--- config.mk ---
export PLATFORM = sky130hd
export DESIGN_NAME = sector_cmd_check
export DESIGN_NICKNAME = d
export VERILOG_FILES = /design/src/rtl/fsv_pkg.sv /design/src/rtl/geom_regs.sv /design/src/rtl/chs_check.sv /design/src/rtl/xfer_track.sv /design/src/rtl/sector_cmd_check.sv
export SDC_FILE = /design/constraint.sdc
export NUM_CORES = 1
export LEC_CHECK = 0
export BUFFER_PORTS_ARGS = -buffer_cell sky130_fd_sc_hd__buf_4
export CAP_MARGIN = 20
export CORE_MARGIN = 4
export CORE_UTILIZATION = 60
export CTS_CLUSTER_SIZE = 24
export DETAILED_ROUTE_END_ITERATION = 12
export GPL_TIMING_DRIVEN = 0
export PLACE_DENSITY = 0.91
export SYNTH_ARGS = -nofsm -noshare
export SYNTH_HDL_FRONTEND = slang
export SYNTH_SLANG_ARGS = --single-unit
--- constraint.sdc ---
create_clock -name clk -period 9.5 [get_ports clk]
set_input_delay 1.9 -clock clk [delete_from_list [all_inputs] [get_ports clk]]
set_output_delay 1.9 -clock clk [all_outputs]
set_load 0.01 [all_outputs]
--- src/rtl/fsv_pkg.sv ---
package fsv_pkg;
  localparam int ST_BUSY = 0;
  localparam int ST_DRQ  = 1;
  localparam int ST_RNF  = 4;
  localparam logic [2:0] OPC_READ = 3'b100;

  function automatic logic is_read_cmd(input logic [7:0] cmd);
    return cmd[7:5] == OPC_READ;
  endfunction

  function automatic logic [7:0] status_bit(input int pos);
    return 8'(1) << pos;
  endfunction
endpackage

--- src/rtl/geom_regs.sv ---
module geom_regs #(
  parameter int TRK_W  = 8,
  parameter int HEAD_W = 2,
  parameter int SEC_W  = 8
) (
  input  logic              clk,
  input  logic              rst_n,
  input  logic              we,
  input  logic              busy,
  input  logic [TRK_W-1:0]  tracks_d,
  input  logic [HEAD_W-1:0] heads_d,
  input  logic [SEC_W-1:0]  spt_d,
  output logic [TRK_W-1:0]  tracks_q,
  output logic [HEAD_W-1:0] heads_q,
  output logic [SEC_W-1:0]  spt_q
);
  logic take;
  assign take = we && !busy;

  always_ff @(posedge clk) begin
    if (!rst_n) begin
      tracks_q <= '0;
      heads_q  <= '0;
      spt_q    <= '0;
    end else if (take) begin
      tracks_q <= tracks_d;
      heads_q  <= heads_d;
      spt_q    <= spt_d;
    end
  end

  // limits stay put while a transfer still has bytes pending
  a_r10_geom_frozen: assert property (@(posedge clk) disable iff (!rst_n)
    busy |=> ($stable(tracks_q) && $stable(heads_q) && $stable(spt_q)));
endmodule

--- src/rtl/chs_check.sv ---
module chs_check #(
  parameter int TRK_W  = 8,
  parameter int HEAD_W = 2,
  parameter int SEC_W  = 8,
  parameter int LBA_W  = 20
) (
  input  logic [TRK_W-1:0]  trk,
  input  logic [HEAD_W-1:0] head,
  input  logic [SEC_W-1:0]  sec,
  input  logic              multi,
  input  logic [TRK_W-1:0]  g_tracks,
  input  logic [HEAD_W-1:0] g_heads,
  input  logic [SEC_W-1:0]  g_spt,
  output logic              trk_bad,
  output logic              head_bad,
  output logic              sec_bad,
  output logic              ok,
  output logic [LBA_W-1:0]  lba_base,
  output logic [SEC_W:0]    nsec
);
  function automatic logic [LBA_W-1:0] calc_lba(
    input logic [TRK_W-1:0] t, input logic [HEAD_W-1:0] h, input logic [SEC_W-1:0] s,
    input logic [HEAD_W-1:0] nh, input logic [SEC_W-1:0] ns);
    logic [LBA_W-1:0] per_cyl;
    per_cyl = LBA_W'(nh) * LBA_W'(ns);
    return LBA_W'(t) * per_cyl + LBA_W'(h) * LBA_W'(ns) + LBA_W'(s) - LBA_W'(1);
  endfunction

  function automatic logic [SEC_W:0] sectors_left(
    input logic [SEC_W-1:0] s, input logic [SEC_W-1:0] ns, input logic m);
    return m ? ((SEC_W+1)'(ns) - (SEC_W+1)'(s) + (SEC_W+1)'(1)) : (SEC_W+1)'(1);
  endfunction

  assign trk_bad  = trk >= g_tracks;
  assign head_bad = head >= g_heads;
  assign sec_bad  = (sec == '0) || (sec > g_spt);
  assign ok       = !(trk_bad || head_bad || sec_bad);
  assign lba_base = calc_lba(trk, head, sec, g_heads, g_spt);
  assign nsec     = sectors_left(sec, g_spt, multi);
endmodule

--- src/rtl/xfer_track.sv ---
module xfer_track #(
  parameter int SEC_W         = 8,
  parameter int BYTES_PER_SEC = 512
) (
  input  logic             clk,
  input  logic             rst_n,
  input  logic             new_cmd,
  input  logic             load,
  input  logic [SEC_W:0]   nsec,
  input  logic             rd,
  output logic             drq,
  output logic             last_rd,
  output logic             step_rd,
  output logic [SEC_W:0]   sec_idx
);
  localparam int SHIFT = $clog2(BYTES_PER_SEC);
  localparam int PW    = SEC_W + 1 + SHIFT;
  localparam logic [PW-1:0] SEC_MASK = PW'(BYTES_PER_SEC - 1);

  logic [PW-1:0] pos_q, len_q, pos_nx;
  logic          take_rd;

  assign drq     = pos_q < len_q;
  assign take_rd = rd && drq && !new_cmd;
  assign pos_nx  = pos_q + PW'(1);
  assign last_rd = take_rd && (pos_nx == len_q);
  assign step_rd = take_rd && !last_rd && ((pos_nx & SEC_MASK) == '0);

  always_comb begin
    if (!drq && len_q != '0) sec_idx = (SEC_W+1)'((len_q >> SHIFT) - PW'(1));
    else                     sec_idx = (SEC_W+1)'(pos_q >> SHIFT);
  end

  always_ff @(posedge clk) begin
    if (!rst_n) begin
      pos_q <= '0;
      len_q <= '0;
    end else if (new_cmd) begin
      pos_q <= '0;
      len_q <= load ? (PW'(nsec) << SHIFT) : '0;
    end else if (take_rd) begin
      pos_q <= pos_nx;
    end
  end

  // position never runs past the length
  a_r5_pos_le_len: assert property (@(posedge clk) disable iff (!rst_n)
    pos_q <= len_q);
  // a read with nothing pending leaves the position alone
  a_r5_idle_read: assert property (@(posedge clk) disable iff (!rst_n)
    (rd && !drq && !new_cmd) |=> $stable(pos_q));
endmodule

--- src/rtl/sector_cmd_check.sv ---
module sector_cmd_check
  import fsv_pkg::*;
#(
  parameter int TRK_W         = 8,
  parameter int HEAD_W        = 2,
  parameter int SEC_W         = 8,
  parameter int LBA_W         = 20,
  parameter int BYTES_PER_SEC = 512
) (
  input  logic              clk,
  input  logic              rst_n,
  input  logic              cfg_we,
  input  logic [TRK_W-1:0]  cfg_tracks,
  input  logic [HEAD_W-1:0] cfg_heads,
  input  logic [SEC_W-1:0]  cfg_spt,
  input  logic              cmd_stb,
  input  logic [7:0]        cmd_byte,
  input  logic [TRK_W-1:0]  trk_reg,
  input  logic [SEC_W-1:0]  sec_reg,
  input  logic              data_rd,
  input  logic              stat_rd,
  output logic [7:0]        status_o,
  output logic [LBA_W-1:0]  lba_o,
  output logic              start_o,
  output logic              irq_o,
  output logic              irq_new_o
);
  logic [TRK_W-1:0]  g_tracks;
  logic [HEAD_W-1:0] g_heads;
  logic [SEC_W-1:0]  g_spt;
  logic              trk_bad, head_bad, sec_bad, chs_ok;
  logic [LBA_W-1:0]  lba_base;
  logic [SEC_W:0]    nsec, sec_idx;
  logic              drq, last_rd, step_rd;
  logic              is_rd, acc_ok, acc_rej, acc_nd, done_evt, busy;
  logic [HEAD_W-1:0] head_sel;
  logic              active_q, start_q, irq_q, irq_new_q;
  logic [7:0]        stored_q;
  logic [LBA_W-1:0]  base_q;

  assign is_rd    = is_read_cmd(cmd_byte);
  assign head_sel = HEAD_W'(cmd_byte[1]);
  assign acc_ok   = cmd_stb && is_rd && chs_ok;
  assign acc_rej  = cmd_stb && is_rd && !chs_ok;
  assign acc_nd   = cmd_stb && !is_rd;
  assign done_evt = acc_rej || acc_nd || last_rd;
  assign busy     = active_q && drq;

  geom_regs #(.TRK_W(TRK_W), .HEAD_W(HEAD_W), .SEC_W(SEC_W)) u_geom (
    .clk(clk), .rst_n(rst_n), .we(cfg_we), .busy(busy),
    .tracks_d(cfg_tracks), .heads_d(cfg_heads), .spt_d(cfg_spt),
    .tracks_q(g_tracks), .heads_q(g_heads), .spt_q(g_spt));

  chs_check #(.TRK_W(TRK_W), .HEAD_W(HEAD_W), .SEC_W(SEC_W), .LBA_W(LBA_W)) u_chs (
    .trk(trk_reg), .head(head_sel), .sec(sec_reg), .multi(cmd_byte[4]),
    .g_tracks(g_tracks), .g_heads(g_heads), .g_spt(g_spt),
    .trk_bad(trk_bad), .head_bad(head_bad), .sec_bad(sec_bad), .ok(chs_ok),
    .lba_base(lba_base), .nsec(nsec));

  xfer_track #(.SEC_W(SEC_W), .BYTES_PER_SEC(BYTES_PER_SEC)) u_xfer (
    .clk(clk), .rst_n(rst_n), .new_cmd(cmd_stb), .load(acc_ok), .nsec(nsec),
    .rd(data_rd), .drq(drq), .last_rd(last_rd), .step_rd(step_rd), .sec_idx(sec_idx));

  always_ff @(posedge clk) begin
    if (!rst_n) begin
      active_q  <= 1'b0;
      stored_q  <= '0;
      base_q    <= '0;
      start_q   <= 1'b0;
      irq_q     <= 1'b0;
      irq_new_q <= 1'b0;
    end else begin
      start_q   <= acc_ok || step_rd;
      irq_new_q <= done_evt && !irq_q;
      if (done_evt)     irq_q <= 1'b1;
      else if (stat_rd) irq_q <= 1'b0;
      if (cmd_stb) begin
        active_q <= acc_ok;
        if (acc_ok) base_q <= lba_base;
        stored_q <= acc_rej ? status_bit(ST_RNF) : status_bit(ST_BUSY);
      end else if (last_rd) begin
        stored_q <= '0;
      end else if (stat_rd && !active_q) begin
        stored_q <= stored_q & ~status_bit(ST_BUSY);
      end
    end
  end

  always_comb begin
    if (active_q) status_o = (stored_q & 8'hFC) | (drq ? status_bit(ST_DRQ) : 8'h00);
    else          status_o = stored_q;
  end

  assign lba_o     = base_q + LBA_W'(sec_idx);
  assign start_o   = start_q;
  assign irq_o     = irq_q;
  assign irq_new_o = irq_new_q;

  // a rejected request reports record-not-found and starts nothing
  a_r4_reject_status: assert property (@(posedge clk) disable iff (!rst_n)
    acc_rej |=> (status_o == 8'h10 && !start_o));
  // an out-of-range track never produces a start
  a_r2_track_no_start: assert property (@(posedge clk) disable iff (!rst_n)
    (cmd_stb && is_rd && trk_bad) |=> !start_o);
  // during a transfer the request bit follows the pending count, busy masked
  a_r6_drq_view: assert property (@(posedge clk) disable iff (!rst_n)
    active_q |-> (status_o[ST_DRQ] == drq && !status_o[ST_BUSY]));
  // a mid-command start request steps the block number by one
  a_r7_lba_step: assert property (@(posedge clk) disable iff (!rst_n)
    (start_o && !$past(cmd_stb)) |-> (lba_o == $past(lba_o) + LBA_W'(1)));
  // a fresh edge is flagged only when the line was low
  a_r8_new_edge: assert property (@(posedge clk) disable iff (!rst_n)
    irq_new_o |-> (irq_o && !$past(irq_o)));
endmodule

==> impl_metrics.yaml <==
route:
  viasPerCell: 5.813
  ant_nets: 0
  wl_per_cell_um: 16.18
  drt-initial-drc-count: 610
  vias: 7993
  first_pass_iters: 6
  drc: 0
  routed_wl_um: 22250
flow_run:
  maxCapViolCount: 0
global_route:
  grt.total_usage_pct: 25.94
  first_global_vias: 8011
  grt_antenna_before_repair: 0
  grt_pass1_wl_um: 37430
  grt_max_degree: 13
  grt-ovfl-total: 0
floorplan:
  die_x_um: 131.3
  rows: 44
  dieArea_mm2: 0.01723
  coreArea_mm2: 0.01470
  num_io_pins: 79
  die_h_um: 131.3
  initial_core_util_pct: 62.04
sta:
  fin_crit_sh_pct: 90.74
  hold_viol: 0
  hold-worst-slack_ns: 0.4622
  fin_setup_tns_ns: 0
  layout_min_cycle_time_ns: 8.620
  rsz0062_at_grt: "false"
  slew_violations: 0
  setup_violations: 0
  setup_slack_ns: 0.8801
  fmax_mhz: 116.0
  clock_skew_ns: 0.01476
  worstMarginPinSlew_ns: 0.8652
  slew_headroom_pct: 41.91
synth:
  synthDominantCellAreaShare_pct: 17.43
  synth_top_area_cell: "ha_1"
  syn-cell-area_mm2: 0.009119
  synth_edf_count: 0
  synthArstFlopShare_pct: 0
  yosysWarnings: 0
  synth_area_leaders: "ha_1, dfxtp_1, fa_1"
  yosysSeqAreaShare_pct: 15.59
  synth-seq-cells: 71
  syn_inst: 1103
  ys_types: 66
  syn_avg_cell_area_um2: 8.267
  synthFlopType: "dfxtp_1"
critical_path:
  max_stage_delay_ns: 0.64
  reg2reg_depth: 34
  worst_ep_required_time_ns: 9.74
  cp_top_family: "adder cells"
  crit_path_end_kind: "flip-flop"
  critPathArrivalTime_ns: 8.86
  crit_type: "flip-flop to flip-flop"
  crit_path_start_kind: "flip-flop"
  slowest_stage: "xor2_1"
  path_common_cell: "inv_1"
  worst-path-max-fanout: 10
  path_depth: 34
  path_buf_inv: 7
placement:
  io_buffers: 68
  hpwlAfterDp_um: 17810
  place_congestion: 0.9602
  preCtsSetupSlack_ns: 0.9547
  place_inst: 1359
clocking:
  htree_levels: 3
  cts_buffers: 9
  cts_root_buf: "clkbuf_16"
  holdBufCountCts: 0
  cts.path.max_buffers: 2
  postCtsSetupRepairBufs: 0
  numClockSinks: 71
  cts_resized: 0
  insertion_delay_ns: 0.36
  clkTransAtPathRegs_ns: 0.06
  cts_tree: "done"
layout:
  final_common_cell: "inv_1"
  syn_to_final_growth_pct: 11.84
  diodes: 0
  nNetsFinal: 1421
  final_cells: 1375
  drive_gt1_share_pct: 9.908
  final_cell_mix: "inv_1, ha_1, nor2_1"
power:
  clkPwrFrac_pct: 36.2
  switching_power_mw: 0.3484
  sw_frac_of_total_pct: 33.06
  p_total_mw: 1.054
  comb_power_share_pct: 34.3
  power.density_mw_per_mm2: 103.3
  ir_drop_uv: 125.8
  p_seq_share_pct: 29.5
  power.leakage_nw: 5.070
  internal-power_mw: 0.7056
status:
  status: "finished, final reports clean"
min_path:
  min_path_type: "flip-flop to flip-flop"
  hold_depth: 2
state kept, by name (all words and copies together), names as in the netlist:
register,flops
base_q,20
u_xfer.pos_q,18
u_xfer.len_q,9
u_geom.spt_q,8
u_geom.tracks_q,8
stored_q,2
u_geom.heads_q,2
active_q,1
irq_new_o,1
irq_o,1
start_o,1
per-layer routing:
layer  vias up  part of all wire [%]  track usage [%]
met5         -                     0                0
met4         0                   2.8            8.985
met3        57                   6.1            4.664
met2       275                    52            47.55
met1      3806                    39            30.51
li1       3855                     -                -
through the flow:
step / area [µm²] / util [%]
3_5_place_dp: 9874 / 67.18
6_report: 10200 / 69.38
4_1_cts: 10200 / 69.38
2_1_floorplan: 9134 / -
5_1_grt: 10200 / 69.38
3_3_place_gp: 9874 / 67.18
worst min-delay path, stage by stage (launching register included):
cell and delay, ns:
dfxtp_1 0.31, nand2_1 0.05, a21oi_1 0.05
cells by family (layout without fill, tap and decap cells):
| family | after synthesis | count (layout) | synth area share (%) |
|---|---|---|---|
| AND/OR/NAND/NOR | 332 | 332 | 18.18 |
| buffers and inverters | 189 | 273 | 8.329 |
| AO/OA/AOI/OAI | 195 | 195 | 14.43 |
| flip-flops | 71 | 71 | 15.59 |
| multiplexers | 32 | 32 | 3.526 |
| adder cells (fa/ha/maj) | 187 | 187 | 30.60 |
| XOR/XNOR | 96 | 96 | 9.303 |
| other | 1 | 5 | 0.04112 |
Yosys cell counts (25+ instances only):
master,instances
fa_1,60
a21o_1,28
nor2_1,81
o21ai_0,25
dfxtp_1,71
xnor2_1,59
nand3_1,26
ha_1,127
inv_1,149
a21oi_1,62
nand2_1,76
mux2i_1,31
xor2_1,36
and2_1,53
final cells by class:
cell class,instances,area (µm²)
Multi-Input combinational cell,847,6953
Fill cell,1134,4501
Sequential cell,71,1421
Inverter,150,563.0
Timing Repair Buffer,68,510.5
Clock buffer,12,246.5
Tap cell,184,230.2
Buffer,39,196.4
Clock inverter,4,77.57
power groups by stage:
stage,clock [mW],combinational [mW],sequential [mW]
floorplan,0,0.274,0.314
CTS,0.388,0.360,0.311
global placement,0,0.347,0.317
detailed placement,0,0.358,0.317
global route,0.397,0.406,0.312
finish,0.382,0.361,0.311
final timing paths:
check                    startpoint    endpoint  slack (ns)
hold reg to reg           base_q[5]   base_q[5]        0.46
hold / removal            base_q[5]   base_q[5]        0.46
setup reg to reg  u_geom.heads_q[0]  base_q[18]        0.88
setup / recovery  u_geom.heads_q[0]  base_q[18]        0.88
Note: power is estimated with default switching activity, not from simulation.
